<file path="src/rtl/flash_seq_pkg.sv">
package flash_seq_pkg;

  localparam int CNT_W = 6;

  typedef struct packed {
    logic [1:0] recov;
    logic [3:0] wait_std;
    logic [2:0] trans_w;
    logic [3:0] eqz_w;
    logic [2:0] gap_w;
    logic [3:0] wait_pg;
    logic [2:0] pg_size;
  } tcfg_t;

  typedef enum logic [2:0] {
    S_IDLE, S_TRANS, S_GAP, S_EQZ, S_WAIT, S_DONE, S_REC
  } seq_st_t;

  localparam tcfg_t TCFG_RST = '{recov: 2'd3, wait_std: 4'd15, trans_w: 3'd7,
                                 eqz_w: 4'd15, gap_w: 3'd7, wait_pg: 4'd15,
                                 pg_size: 3'd0};

  function automatic logic [31:0] pack_tcfg(input tcfg_t c);
    return {2'b00, c.recov, c.wait_std, 1'b0, c.trans_w, c.eqz_w,
            1'b0, c.gap_w, c.wait_pg, 5'b00000, c.pg_size};
  endfunction

endpackage

</file>
<file path="src/rtl/flash_cfg_regs.sv">
module flash_cfg_regs
  import flash_seq_pkg::*;
(
  input  logic        clk,
  input  logic        rst,
  input  logic        we,
  input  logic        sel,
  input  logic [3:0]  be,
  input  logic [31:0] wdata,
  output tcfg_t       tcfg,
  output logic [31:0] rdata
);

  logic hold;

  always_ff @(posedge clk) begin
    if (rst) begin
      tcfg  <= TCFG_RST;
      hold  <= 1'b0;
      rdata <= '0;
    end else begin
      if (we && !sel) begin
        if (be[3]) begin
          tcfg.recov    <= wdata[29:28];
          tcfg.wait_std <= wdata[27:24];
        end
        if (be[2]) begin
          tcfg.trans_w <= wdata[22:20];
          tcfg.eqz_w   <= wdata[19:16];
        end
        // copy from the transition field wins over a direct gap write
        if (be[2] && !hold)
          tcfg.gap_w <= wdata[22:20];
        else if (be[1])
          tcfg.gap_w <= wdata[14:12];
        if (be[1]) tcfg.wait_pg <= wdata[11:8];
        if (be[0]) tcfg.pg_size <= wdata[2:0];
      end
      if (we && sel && be[0]) hold <= wdata[0];
      rdata <= sel ? {31'b0, hold} : pack_tcfg(tcfg);
    end
  end

endmodule

</file>
<file path="src/rtl/flash_page_detect.sv">
module flash_page_detect #(
  parameter int ADDR_W    = 16,
  parameter int PAGE_BASE = 2
) (
  input  logic              clk,
  input  logic              rst,
  input  logic              accept,
  input  logic [ADDR_W-1:0] addr,
  input  logic [2:0]        pg_size,
  output logic              hit
);

  logic [ADDR_W-1:0] last_addr;
  logic              last_vld;
  logic [ADDR_W-1:0] diff;

  always_comb begin
    diff = (addr ^ last_addr) >> (int'(pg_size) + PAGE_BASE);
    hit  = (pg_size != 3'd0) && last_vld && (diff == '0);
  end

  always_ff @(posedge clk) begin
    if (rst) begin
      last_addr <= '0;
      last_vld  <= 1'b0;
    end else if (accept) begin
      last_addr <= addr;
      last_vld  <= 1'b1;
    end
  end

endmodule

</file>
<file path="src/rtl/flash_strobe_fsm.sv">
module flash_strobe_fsm
  import flash_seq_pkg::*;
(
  input  logic  clk,
  input  logic  rst,
  input  logic  req,
  input  logic  we,
  input  logic  hit,
  input  tcfg_t tcfg,
  output logic  accept,
  output logic  ready_o,
  output logic  trans_o,
  output logic  eqz_o,
  output logic  done_o,
  output logic  wr_n_o
);

  seq_st_t          state, state_n;
  logic [CNT_W-1:0] cnt, cnt_n;
  logic             we_q, hit_q;
  logic [3:0]       wsel;

  assign accept = (state == S_IDLE) && req;
  assign wsel   = hit_q ? tcfg.wait_pg : tcfg.wait_std;

  always_comb begin
    state_n = state;
    cnt_n   = (cnt == '0) ? cnt : cnt - 1'b1;
    unique case (state)
      S_IDLE:  if (req) begin state_n = S_TRANS; cnt_n = {3'b0, tcfg.trans_w}; end
      S_TRANS: if (cnt == '0) begin state_n = S_GAP; cnt_n = {3'b0, tcfg.gap_w}; end
      S_GAP:   if (cnt == '0) begin state_n = S_EQZ; cnt_n = {2'b0, tcfg.eqz_w}; end
      S_EQZ:   if (cnt == '0) begin state_n = S_WAIT; cnt_n = {1'b0, wsel, 1'b1}; end
      S_WAIT:  if (cnt == '0) begin state_n = S_DONE; cnt_n = 6'd1; end
      S_DONE:  if (cnt == '0) begin state_n = S_REC; cnt_n = {3'b0, tcfg.recov, 1'b1}; end
      S_REC:   if (cnt == '0) state_n = S_IDLE;
      default: state_n = S_IDLE;
    endcase
  end

  always_ff @(posedge clk) begin
    if (rst) begin
      state   <= S_IDLE;
      cnt     <= '0;
      we_q    <= 1'b0;
      hit_q   <= 1'b0;
      ready_o <= 1'b1;
      trans_o <= 1'b0;
      eqz_o   <= 1'b0;
      done_o  <= 1'b0;
      wr_n_o  <= 1'b1;
    end else begin
      state <= state_n;
      cnt   <= cnt_n;
      if (accept) begin
        we_q  <= we;
        hit_q <= hit;
      end
      ready_o <= (state_n == S_IDLE);
      trans_o <= (state_n == S_TRANS);
      eqz_o   <= (state_n == S_EQZ);
      done_o  <= (state_n == S_DONE);
      wr_n_o  <= !((state_n == S_WAIT) && we_q);
    end
  end

endmodule

</file>
<file path="src/rtl/flash_access_seq.sv">
module flash_access_seq
  import flash_seq_pkg::*;
#(
  parameter int ADDR_W    = 16,
  parameter int PAGE_BASE = 2
) (
  input  logic              clk,
  input  logic              rst,
  input  logic              cfg_we,
  input  logic              cfg_sel,
  input  logic [3:0]        cfg_be,
  input  logic [31:0]       cfg_wdata,
  output logic [31:0]       cfg_rdata,
  input  logic              acc_req,
  input  logic              acc_we,
  input  logic [ADDR_W-1:0] acc_addr,
  output logic              acc_ready,
  output logic              acc_done,
  output logic              addr_trans_o,
  output logic              equalize_o,
  output logic              wr_en_n_o
);

  tcfg_t tcfg;
  logic  accept;
  logic  hit;

  flash_cfg_regs i_regs (
    .clk   (clk),
    .rst   (rst),
    .we    (cfg_we),
    .sel   (cfg_sel),
    .be    (cfg_be),
    .wdata (cfg_wdata),
    .tcfg  (tcfg),
    .rdata (cfg_rdata)
  );

  flash_page_detect #(.ADDR_W(ADDR_W), .PAGE_BASE(PAGE_BASE)) i_page (
    .clk     (clk),
    .rst     (rst),
    .accept  (accept),
    .addr    (acc_addr),
    .pg_size (tcfg.pg_size),
    .hit     (hit)
  );

  flash_strobe_fsm i_fsm (
    .clk     (clk),
    .rst     (rst),
    .req     (acc_req),
    .we      (acc_we),
    .hit     (hit),
    .tcfg    (tcfg),
    .accept  (accept),
    .ready_o (acc_ready),
    .trans_o (addr_trans_o),
    .eqz_o   (equalize_o),
    .done_o  (acc_done),
    .wr_n_o  (wr_en_n_o)
  );

endmodule

</file>
<file path="config.mk">
export PLATFORM = sky130hd
export DESIGN_NAME = flash_access_seq
export DESIGN_NICKNAME = d
export VERILOG_FILES = /design/src/rtl/flash_seq_pkg.sv /design/src/rtl/flash_cfg_regs.sv /design/src/rtl/flash_page_detect.sv /design/src/rtl/flash_strobe_fsm.sv /design/src/rtl/flash_access_seq.sv
export SDC_FILE = /design/constraint.sdc
export NUM_CORES = 1
export LEC_CHECK = 0
export ABC_CLOCK_PERIOD_IN_PS = 2400
export BUFFER_PORTS_ARGS = -buffer_cell sky130_fd_sc_hd__buf_2
export CORE_ASPECT_RATIO = 1.4
export CORE_MARGIN = 10
export CORE_UTILIZATION = 52
export DETAILED_ROUTE_END_ITERATION = 12
export GPL_ROUTABILITY_DRIVEN = 0
export MAX_ROUTING_LAYER = met4
export PLACE_DENSITY_LB_ADDON = 0.08
export SYNTH_ARGS = -nofsm -noshare
export SYNTH_HDL_FRONTEND = slang
export SYNTH_SLANG_ARGS = --single-unit
</file>
<file path="constraint.sdc">
create_clock -name clk -period 2.4 [get_ports clk]
set_input_delay 0.48 -clock clk [delete_from_list [all_inputs] [get_ports clk]]
set_output_delay 0.48 -clock clk [all_outputs]
set_load 0.01 [all_outputs]
</file>
==> flow_summary.ini, run 1 <==
[synth]
synth-warning-count = 0
count_of_mapped_cells_out_of_synthesis = 378
number_of_flip_flops_and_latches_in_the_synthesized_netlist = 77
synth.cell_area_um2 = 3440
synth_edf_count = 0
async_set_reset_flop_share_out_of_synthesis = 0
synthFlopType = sky130_fd_sc_hd__dfxtp_1
seq_area_frac_synth = 0.4482
syn-mean-instance-area_um2 = 9.099
ys_types = 53

[route]
avgRoutedWirePerCell_um = 16.26
final_antenna_net_count = 0
detail_route.first_pass.iterations = 4
overall_via_count_from_detail_route = 2924
wirelength_routed_um = 8584
routed_via_density = 5.538
drt_iter0_drc = 130
detail_route.drc_violations = 0

[clock_network]
clock_sinks = 77
ctsResizeCount = 0
cts.reportedPaths.clkPinSlew_ps = 80
cts_max_path_buffers = 2
cts-htree-levels = 3
cts_tree = done
cts_made_buffers = 9
post_cts.repair.setup_buffers = 0
holdBufCountCts = 0
cts.root.buffer_cell = sky130_fd_sc_hd__clkbuf_8
clock_latency_ps = 360

[floorplanning]
dieWidth_um = 88.74
fp.coreArea_um2 = 6525
pin_count = 95
die_area_um2 = 10310
count_of_standard_cell_rows = 35
starting_density_of_the_core = 0.5271
die_h_um = 116.2

[job]
max_cap_violations = 0

[hold_path]
holdCritPathClass = in -> reg
hold-path-cell-count = 2

[timing]
report.final.slew_viol_count = 0
worst_slew_pin_slew_ps = 843.6
worst_clock_skew_ps = 6.371
fin_setup_tns_ps = 0
final-hold-violation-count = 0
final_min_period_over_clock_period = 0.8559
max_freq_ghz = 0.4868
grt_setup_unrepaired = no
setup_viol_count_final = 0
timing.final.crit_period_ps = 2054
maxSlewHeadroom = 0.4368

[global_route]
grt_start_max_net_pins = 25
grt_overflow_total = 0
vias_in_the_first_global_route = 2920
groute.usage.overall = 0.1793
grt_pass1_wl_um = 13940
antenna_found_initial = 0

[placement]
final_hpwl_dp_um = 6342
numPortBuffers = 73

[layout]
multi_input_area_um2 = 1704
antenna_cells = 0
area.sequential_um2 = 1541
fin_nets = 510
num-fill-cells = 584
layout-area-overhead-vs-synth_pct = 18.30
final_layout_size_suffix_gt1_frac = 0.2445

[power_and_ir_drop]
seq_power_share = 0.393
clock_power_share = 0.291
leakagePower_nw = 1.848
total_power_w = 0.004141
net_switching_component_of_the_power_w = 0.001400
power-per-cell-area_nw_per_um2 = 1018
switching_share = 0.3382
power.share.combinational = 0.316
power_report.internal_total_w = 0.002740
worst_ir_drop_vdd_mv = 0.4744

[worst_setup_path]
endpoint_kind = register
r2r_cells = 8
timing.critical_path.required_ps = 2610
critPathKind = reg -> reg
critPathArrivalTime_ps = 2260
startpoint_type = register
critical_path.max_fanout = 7

[outcome]
run_status = finished, final reports clean
-- per-stage QoR --
stage | hold WS, ps | utilization | instances | cell area [µm²] | setup slack, ps
global placement | 420.6 | 0.5854 | 512 | 3820 | 391.3
CTS | 356.5 | 0.6236 | 528 | 4069 | 342.7
detailed placement | 423.2 | 0.5854 | 512 | 3820 | 357.5
floorplan | 395.7 | - | 386 | 3470 | 458.0
global route | 374.5 | 0.6236 | 528 | 4069 | 215.9
finish | 371.3 | 0.6236 | 528 | 4069 | 345.8
-- registers in the layout, indices dropped and copies added, names as in the netlist, 3 cells and up --
signal	count
i_regs.tcfg	23
i_fsm.cnt	6
i_page.last_addr	13
i_fsm.state	3
i_regs.rdata	23
-- final cells by class --
class / instances / area share
Clock buffer: 11 / 0.03475
Inverter: 9 / 0.008303
Timing Repair Buffer: 84 / 0.1101
Sequential cell: 77 / 0.3788
Clock inverter: 5 / 0.02645
Tap cell: 74 / 0.02276
Multi-Input combinational cell: 268 / 0.4188
-- worst paths after layout --
check | start | endpoint | slack [ps]
worst min-delay path | cfg_wdata[28] | i_regs.tcfg[21] | 370
worst max-delay path | i_fsm.cnt[2] | i_fsm.cnt[0] | 350
worst max register to register | i_fsm.cnt[2] | i_fsm.cnt[0] | 350
worst min register to register | i_fsm.we_q | i_fsm.wr_n_o | 450
-- cell usage after synthesis (2+ instances only) --
master | number | area share
sky130_fd_sc_hd__a211o_1 | 19 | 0.048
sky130_fd_sc_hd__a211oi_1 | 5 | 0.011
sky130_fd_sc_hd__a21boi_0 | 2 | 0.0044
sky130_fd_sc_hd__a21oi_1 | 26 | 0.038
sky130_fd_sc_hd__a21oi_2 | 2 | 0.0051
sky130_fd_sc_hd__a221oi_1 | 2 | 0.0051
sky130_fd_sc_hd__a31oi_1 | 3 | 0.0055
sky130_fd_sc_hd__and2_1 | 21 | 0.038
sky130_fd_sc_hd__and3_1 | 17 | 0.031
sky130_fd_sc_hd__buf_1 | 2 | 0.0022
sky130_fd_sc_hd__buf_2 | 5 | 0.0073
sky130_fd_sc_hd__buf_4 | 9 | 0.020
sky130_fd_sc_hd__buf_6 | 4 | 0.013
sky130_fd_sc_hd__clkbuf_1 | 12 | 0.013
sky130_fd_sc_hd__dfxtp_1 | 77 | 0.45
sky130_fd_sc_hd__ha_1 | 3 | 0.011
sky130_fd_sc_hd__inv_1 | 9 | 0.0098
sky130_fd_sc_hd__mux2i_1 | 11 | 0.032
sky130_fd_sc_hd__nand2_1 | 43 | 0.047
sky130_fd_sc_hd__nand2b_1 | 5 | 0.0091
sky130_fd_sc_hd__nand3_1 | 9 | 0.013
sky130_fd_sc_hd__nand3b_1 | 2 | 0.0044
sky130_fd_sc_hd__nand4_1 | 2 | 0.0036
sky130_fd_sc_hd__nor2_1 | 18 | 0.020
sky130_fd_sc_hd__nor2b_1 | 4 | 0.0073
sky130_fd_sc_hd__nor3_1 | 11 | 0.016
sky130_fd_sc_hd__nor4_1 | 2 | 0.0036
sky130_fd_sc_hd__o211ai_1 | 4 | 0.0087
sky130_fd_sc_hd__o21ai_0 | 6 | 0.0087
sky130_fd_sc_hd__o22ai_1 | 2 | 0.0036
sky130_fd_sc_hd__o311a_1 | 2 | 0.0058
sky130_fd_sc_hd__or3_1 | 2 | 0.0036
sky130_fd_sc_hd__xor2_1 | 17 | 0.043
-- power by group through the flow --
stage                     combinational, W  clock (W)  sequential, W
final                              0.00131    0.00120        0.00163
after global routing               0.00146    0.00129        0.00166
after CTS                          0.00132    0.00123        0.00162
after detailed placement           0.00130          0        0.00165
after global placement             0.00129          0        0.00165
after floorplan                    0.00109          0        0.00159
-- placed cells by master, fill, tap and decap left out, drive strengths merged, types with 2 or more instances in the layout --
master | synthesis | layout
a211o | 19 | 19
a211oi | 5 | 5
a21boi | 2 | 2
a21oi | 28 | 28
a221oi | 3 | 3
a31oi | 3 | 3
and2 | 21 | 21
and3 | 17 | 17
buf | 20 | 84
bufinv | 0 | 3
clkbuf | 12 | 11
clkinv | 0 | 2
conb | 1 | 9
dfxtp | 77 | 77
ha | 3 | 3
inv | 9 | 9
mux2i | 11 | 11
nand2 | 43 | 43
nand2b | 5 | 5
nand3 | 9 | 9
nand3b | 2 | 2
nand4 | 2 | 2
nor2 | 19 | 19
nor2b | 4 | 4
nor3 | 11 | 11
nor4 | 2 | 2
o211ai | 4 | 4
o21ai | 7 | 7
o22ai | 2 | 2
o311a | 2 | 2
or3 | 3 | 3
xor2 | 17 | 17
-- routing by layer --
layer	part of all wire	vias up	global-route usage
met1	0.43	1368	0.2022
met3	0.046	19	0.04187
li1	-	1449	-
met4	0.026	0	0.08216
met5	0	-	-
met2	0.50	88	0.2931
-- logic make-up (layout without fill, tap and decap cells) --
logic type      after synthesis  after routing  synth area share
simple gates                144            144            0.2230
compound gates               82             82            0.1706
flops                        77             77            0.4482
buf+inv                      41            109           0.06511
xor+xnor                     18             18           0.04583
mux                          12             12           0.03529
fa+ha+maj                     3              3           0.01091
other cells                   1              9          0.001090
-- worst max-delay path, cell delays in order, from the launching register on --
cell and delay [ps]:
sky130_fd_sc_hd__dfxtp_1 350, sky130_fd_sc_hd__or3_1 490, sky130_fd_sc_hd__nor2_4 150, sky130_fd_sc_hd__inv_1 60, sky130_fd_sc_hd__ha_1 290, sky130_fd_sc_hd__mux2i_1 140, sky130_fd_sc_hd__nor2b_1 60, sky130_fd_sc_hd__a221oi_1 260
sky130_fd_sc_hd__a221oi_2 110
Note: power is estimated with default switching activity, not from simulation.
==> run 2: changes to the inputs <==
CORE_UTILIZATION = 30   (was 52)
RECOVER_POWER = 25   (was default)
==> run 2 against run 1 <==
Power grew 7.5%. Non-clock buffer count grew 1. Combinational power grew 4%. Global-route usage shrank 5.6 points. Fmax shrank 0.50%. First-iteration DRC count shrank 43%. Clock power grew 23%. Via count shrank 1.2%. Cell area grew 3.9%. Critical path type unchanged.
==> flow_summary.ini, run 2 (synthesis gave the netlist of run 1 again) <==
[route]
wirelength_routed_um = 9836
detail_route.drc_violations = 0
drt_iter0_drc = 74
detail_route.first_pass.iterations = 4
final_antenna_net_count = 0
routed_via_density = 4.821
overall_via_count_from_detail_route = 2888
avgRoutedWirePerCell_um = 16.42

[clock_network]
ctsResizeCount = 0
clock_latency_ps = 340
cts_max_path_buffers = 2
clock_sinks = 77
holdBufCountCts = 0
cts.root.buffer_cell = sky130_fd_sc_hd__clkbuf_16
cts_tree = done
post_cts.repair.setup_buffers = 0
cts-htree-levels = 3
cts.reportedPaths.clkPinSlew_ps = 60
cts_made_buffers = 9

[worst_setup_path]
critical_path.slowest_cell = sky130_fd_sc_hd__or3_1
r2r_setup_slack_ps = 340
reg_to_reg_critical_path_startpoint = i_fsm.cnt[3]
critical_path.max_fanout = 7
r2r_cells = 8
critPathKind = reg -> reg
crit-reg2reg-capture = i_fsm.cnt[0]
startpoint_type = register
cp_cell_sequence = or3_1 > nor2_4 > inv_1 > ha_1 > mux2i_1 > nor2b_1 > a221oi_1 > a221oi_2
timing.critical_path.required_ps = 2590
crit_path_max_incr_delay_ps = 510
critical-path-top-delay-family = simple AND/OR/NAND/NOR gates
path_depth = 8
critPathArrivalTime_ps = 2250
endpoint_kind = register
critPathBufInv = 1
setup.worst_path.start = i_fsm.cnt[3]

[timing]
fin_setup_tns_ps = 0
maxSlewHeadroom = 0.2715
report.final.slew_viol_count = 0
max_freq_ghz = 0.4844
grt_setup_unrepaired = no
timing.final.crit_period_ps = 2065
worst_clock_skew_ps = 6.120
final-hold-violation-count = 0
worst_slew_pin_slew_ps = 1093
setup_viol_count_final = 0
final_min_period_over_clock_period = 0.8602
fin_hold_ws_ps = 387.4

[layout]
layout-area-overhead-vs-synth_pct = 22.92
antenna_cells = 0
layout.cells.non_filler = 599
final_layout_size_suffix_gt1_frac = 0.2396
reg_top3 = i_regs.rdata x23, i_regs.tcfg x23, i_page.last_addr x13
layout_commonest_cell = sky130_fd_sc_hd__dfxtp_1
fin_nets = 511
final_cell_mix = sky130_fd_sc_hd__dfxtp_1, sky130_fd_sc_hd__buf_2, sky130_fd_sc_hd__nand2_1

[floorplanning]
die_area_um2 = 16210
pin_count = 95
count_of_standard_cell_rows = 46
die_h_um = 146.7
dieWidth_um = 110.5
fp.coreArea_um2 = 11280
starting_density_of_the_core = 0.3049

[hold_path]
hold-path-cell-count = 2
holdCritPathClass = in -> reg
min_from = cfg_wdata[28]
holdPathEnd = i_regs.tcfg[21]

[placement]
numPortBuffers = 73
final_hpwl_dp_um = 7442
dp_cells = 583

[outcome]
run_status = finished, final reports clean

[job]
max_cap_violations = 0

[global_route]
grt_start_max_net_pins = 27
grt_pass1_wl_um = 15780
groute.usage.overall = 0.1237
antenna_found_initial = 0
grt_overflow_total = 0
vias_in_the_first_global_route = 3074

[power_and_ir_drop]
leakagePower_nw = 1.864
worst_ir_drop_vdd_mv = 0.4408
power-per-cell-area_nw_per_um2 = 1053
run 2: cell count changes in the layout (fill, tap and decap cells not counted), moves of 2 or more:
cell	delta
sky130_fd_sc_hd__buf_2	-2
sky130_fd_sc_hd__clkbuf_8	-10
sky130_fd_sc_hd__clkinv_4	-2
sky130_fd_sc_hd__clkinv_2	+2
sky130_fd_sc_hd__clkbuf_1	+3
sky130_fd_sc_hd__and2_1	-14
sky130_fd_sc_hd__and2_0	+14
sky130_fd_sc_hd__clkbuf_16	+9
run 2: how the worst max path moves through the flow:
| stage | to | slack (ps) |
|---|---|---|
| 6_report | i_fsm.cnt[0] | 340 |
| 5_1_grt | i_fsm.cnt[5] | 160 |
| 4_1_cts | i_fsm.cnt[0] | 340 |
| 3_5_place_dp | i_fsm.cnt[0] | 350 |
| 3_3_place_gp | i_fsm.cnt[0] | 430 |
| 2_1_floorplan | i_fsm.cnt[0] | 460 |
run 2: layout make-up:
cell class | instances | area (µm²)
well taps | 144 | 180.2
inverters | 9 | 33.78
fillers | 1245 | 7053
clock buffers | 9 | 225.2
flip-flops and latches | 77 | 1541
repair buffers | 85 | 445.4
clock inverters | 7 | 97.59
multi-input cells | 268 | 1704
run 2: worst register-to-register path, cell delays in order (launching register included):
cell and delay [ps]:
sky130_fd_sc_hd__dfxtp_1 330, sky130_fd_sc_hd__or3_1 510, sky130_fd_sc_hd__nor2_4 150, sky130_fd_sc_hd__inv_1 60, sky130_fd_sc_hd__ha_1 280, sky130_fd_sc_hd__mux2i_1 140
sky130_fd_sc_hd__nor2b_1 60, sky130_fd_sc_hd__a221oi_1 270, sky130_fd_sc_hd__a221oi_2 110
run 2: metal layers:
metal	GRT usage	vias up	wire length (µm)
met5	-	-	0
met4	0.06201	0	237
met3	0.02975	19	378
met2	0.2086	67	4965
met1	0.1327	1348	4254
li1	-	1454	-
run 2: metrics by stage:
step | setup slack (ps) | power (W) | utilization | instance area, µm²
2_1_floorplan | 458.0 | 0.002672 | - | 3470
3_3_place_gp | 425.0 | 0.003008 | 0.3471 | 3915
3_5_place_dp | 348.0 | 0.003019 | 0.3471 | 3915
4_1_cts | 343.3 | 0.004522 | 0.3757 | 4238
5_1_grt | 159.0 | 0.004748 | 0.3748 | 4228
6_report | 335.4 | 0.004451 | 0.3748 | 4228
run 2: where the power goes:
part | switching, W | leakage (nW) | internal (W) | total (W)
clock network | 0.000563 | 0.158 | 0.000918 | 0.00148
logic | 0.000776 | 1.07 | 0.000582 | 0.00136
registers | 0.000166 | 0.634 | 0.00145 | 0.00161
total | 0.00151 | 1.86 | 0.00295 | 0.00445
==> run 3: changes to the inputs <==
CORE_ASPECT_RATIO = 0.8   (was 1.4)
CORE_MARGIN = 4   (was 10)
==> run 3 against run 2 <==
Flip-flop and latch count is the same. Final cell count shrank 0.50%. Via count shrank 1.9%. Cell area shrank 1.3%. Critical path depth is the same. Routed wire length shrank 8.7%. Power shrank 5.1%. Combinational power is essentially flat. First-iteration DRC count grew 88%. Critical endpoint unchanged. Largest cell class unchanged.
==> flow_summary.ini, run 3 (synthesis gave the netlist of run 1 again) <==
[outcome]
run_status = finished, final reports clean

[worst_setup_path]
crit-reg2reg-capture = i_fsm.cnt[0]
r2r_cells = 8
critical_path.max_fanout = 7
startpoint_type = register
timing.critical_path.required_ps = 2580
critPathKind = reg -> reg
r2r_setup_slack_ps = 340
critPathArrivalTime_ps = 2240
endpoint_kind = register
reg_to_reg_critical_path_startpoint = i_fsm.cnt[3]

[route]
routed_via_density = 4.753
avgRoutedWirePerCell_um = 15.07
wirelength_routed_um = 8984
final_antenna_net_count = 0
detail_route.drc_violations = 0
overall_via_count_from_detail_route = 2833
drt_iter0_drc = 139
detail_route.first_pass.iterations = 4

[floorplanning]
count_of_standard_cell_rows = 34
starting_density_of_the_core = 0.3122
die_area_um2 = 13250
pin_count = 95
die_h_um = 103.8
dieWidth_um = 127.7
fp.coreArea_um2 = 11020

[hold_path]
min_from = cfg_wdata[28]
hold-path-cell-count = 2
holdCritPathClass = in -> reg
holdPathEnd = i_regs.tcfg[21]

[placement]
dp_cells = 581
numPortBuffers = 73
dpl-instance-area_um2 = 3900
post-place-ws_ps = 355.1
final_hpwl_dp_um = 6578

[clock_network]
cts.reportedPaths.clkPinSlew_ps = 60
clock_latency_ps = 330
cts.root.buffer_cell = sky130_fd_sc_hd__clkbuf_16
cts_made_buffers = 9
holdBufCountCts = 0
clock_sinks = 77
post_cts.repair.setup_buffers = 0
cts-htree-levels = 3
ctsResizeCount = 0
cts_max_path_buffers = 2
cts_tree = done

[power_and_ir_drop]
power-per-cell-area_nw_per_um2 = 1013
leakagePower_nw = 1.836
clock_power_share = 0.301
switching_share = 0.3442
worst_ir_drop_vdd_mv = 0.3925
net_switching_component_of_the_power_w = 0.001455
power_report.internal_total_w = 0.002771
seq_power_share = 0.382
power.share.combinational = 0.318

[timing]
grt_setup_unrepaired = no
report.final.slew_viol_count = 0
max_freq_ghz = 0.4847
fin_setup_tns_ps = 0
timing.final.crit_period_ps = 2063
worst_slew_pin_slew_ps = 862.2
maxSlewHeadroom = 0.4244
setup_viol_count_final = 0
final-hold-violation-count = 0
setup_slack_ps = 336.7
final_min_period_over_clock_period = 0.8597
worst_clock_skew_ps = 5.635

[layout]
num-fill-cells = 1137
final_layout_size_suffix_gt1_frac = 0.2345
antenna_cells = 0
layout-area-overhead-vs-synth_pct = 21.28
finish.instance_area_um2 = 4172
reg_top3 = i_regs.rdata x23, i_regs.tcfg x23, i_page.last_addr x13
fin_nets = 509
final_cell_mix = sky130_fd_sc_hd__dfxtp_1, sky130_fd_sc_hd__buf_2, sky130_fd_sc_hd__nand2_1
layout.cells.non_filler = 596
layout_commonest_cell = sky130_fd_sc_hd__dfxtp_1

[global_route]
globalRouteMet2Util = 0.1998
vias_in_the_first_global_route = 2802
antenna_found_initial = 0
use_met3 = 0.03807
grt_overflow_total = 0
grt_start_max_net_pins = 33
groute.usage.overall = 0.1416
grtUsageMet1 = 0.1945
globalRoute.busiestLayer = met2
grt_pass1_wl_um = 14440

[job]
max_cap_violations = 0
==> run 3: worst max-delay path by stage <==
stage                     cells after the start      endpoint         start  slack (ps)
after CTS                                     8  i_fsm.cnt[0]  i_fsm.cnt[3]         340
final                                         8  i_fsm.cnt[0]  i_fsm.cnt[3]         340
after detailed placement                      8  i_fsm.cnt[0]  i_fsm.cnt[3]         360
after floorplan                               9  i_fsm.cnt[0]  i_fsm.cnt[3]         460
after global routing                          8  i_fsm.cnt[0]  i_fsm.cnt[3]         150
after global placement                        8  i_fsm.cnt[0]  i_fsm.cnt[3]         370
==> run 3: power by group through the flow <==
stage	clock network (W)	logic, W	registers [W]
floorplan	0	0.00109	0.00159
global placement	0	0.00134	0.00164
detailed placement	0	0.00134	0.00164
CTS	0.00131	0.00135	0.00161
global route	0.00136	0.00151	0.00164
finish	0.00127	0.00134	0.00161
==> run 3: per-stage QoR <==
stage / hold slack [ps] / power (W) / util
after floorplan: 395.7 / 0.002672 / -
after global placement: 453.7 / 0.002979 / 0.3540
after detailed placement: 460.2 / 0.002984 / 0.3540
after CTS: 382.7 / 0.004274 / 0.3792
after global routing: 382.6 / 0.004514 / 0.3786
final: 396.3 / 0.004226 / 0.3786
==> run 3: layout make-up <==
cell class,instances,area [µm²],area share
tap,144,180.2,0.04319
multi-input combinational,268,1704,0.4085
timing repair buffer,83,434.2,0.1041
sequential,77,1541,0.3695
clock inverter,3,21.27,0.005099
clock buffer,12,256.5,0.06149
inverter,9,33.78,0.008098
==> run 3: worst max-delay path, cell delays in order, from the launching register on <==
cell                       delay [ps]
sky130_fd_sc_hd__dfxtp_1          330
sky130_fd_sc_hd__or3_1            520
sky130_fd_sc_hd__nor2_4           150
sky130_fd_sc_hd__inv_1             60
sky130_fd_sc_hd__ha_1             290
sky130_fd_sc_hd__mux2i_1          130
sky130_fd_sc_hd__nor2b_1           60
sky130_fd_sc_hd__a221oi_1         260
sky130_fd_sc_hd__a221oi_2         100
==> run 3: per-layer routing <==
layer  up-vias  part of all wire
met4         0             0.012
met3         9             0.050
met5         -                 0
met1      1301              0.52
met2        75              0.42
li1       1448                 -
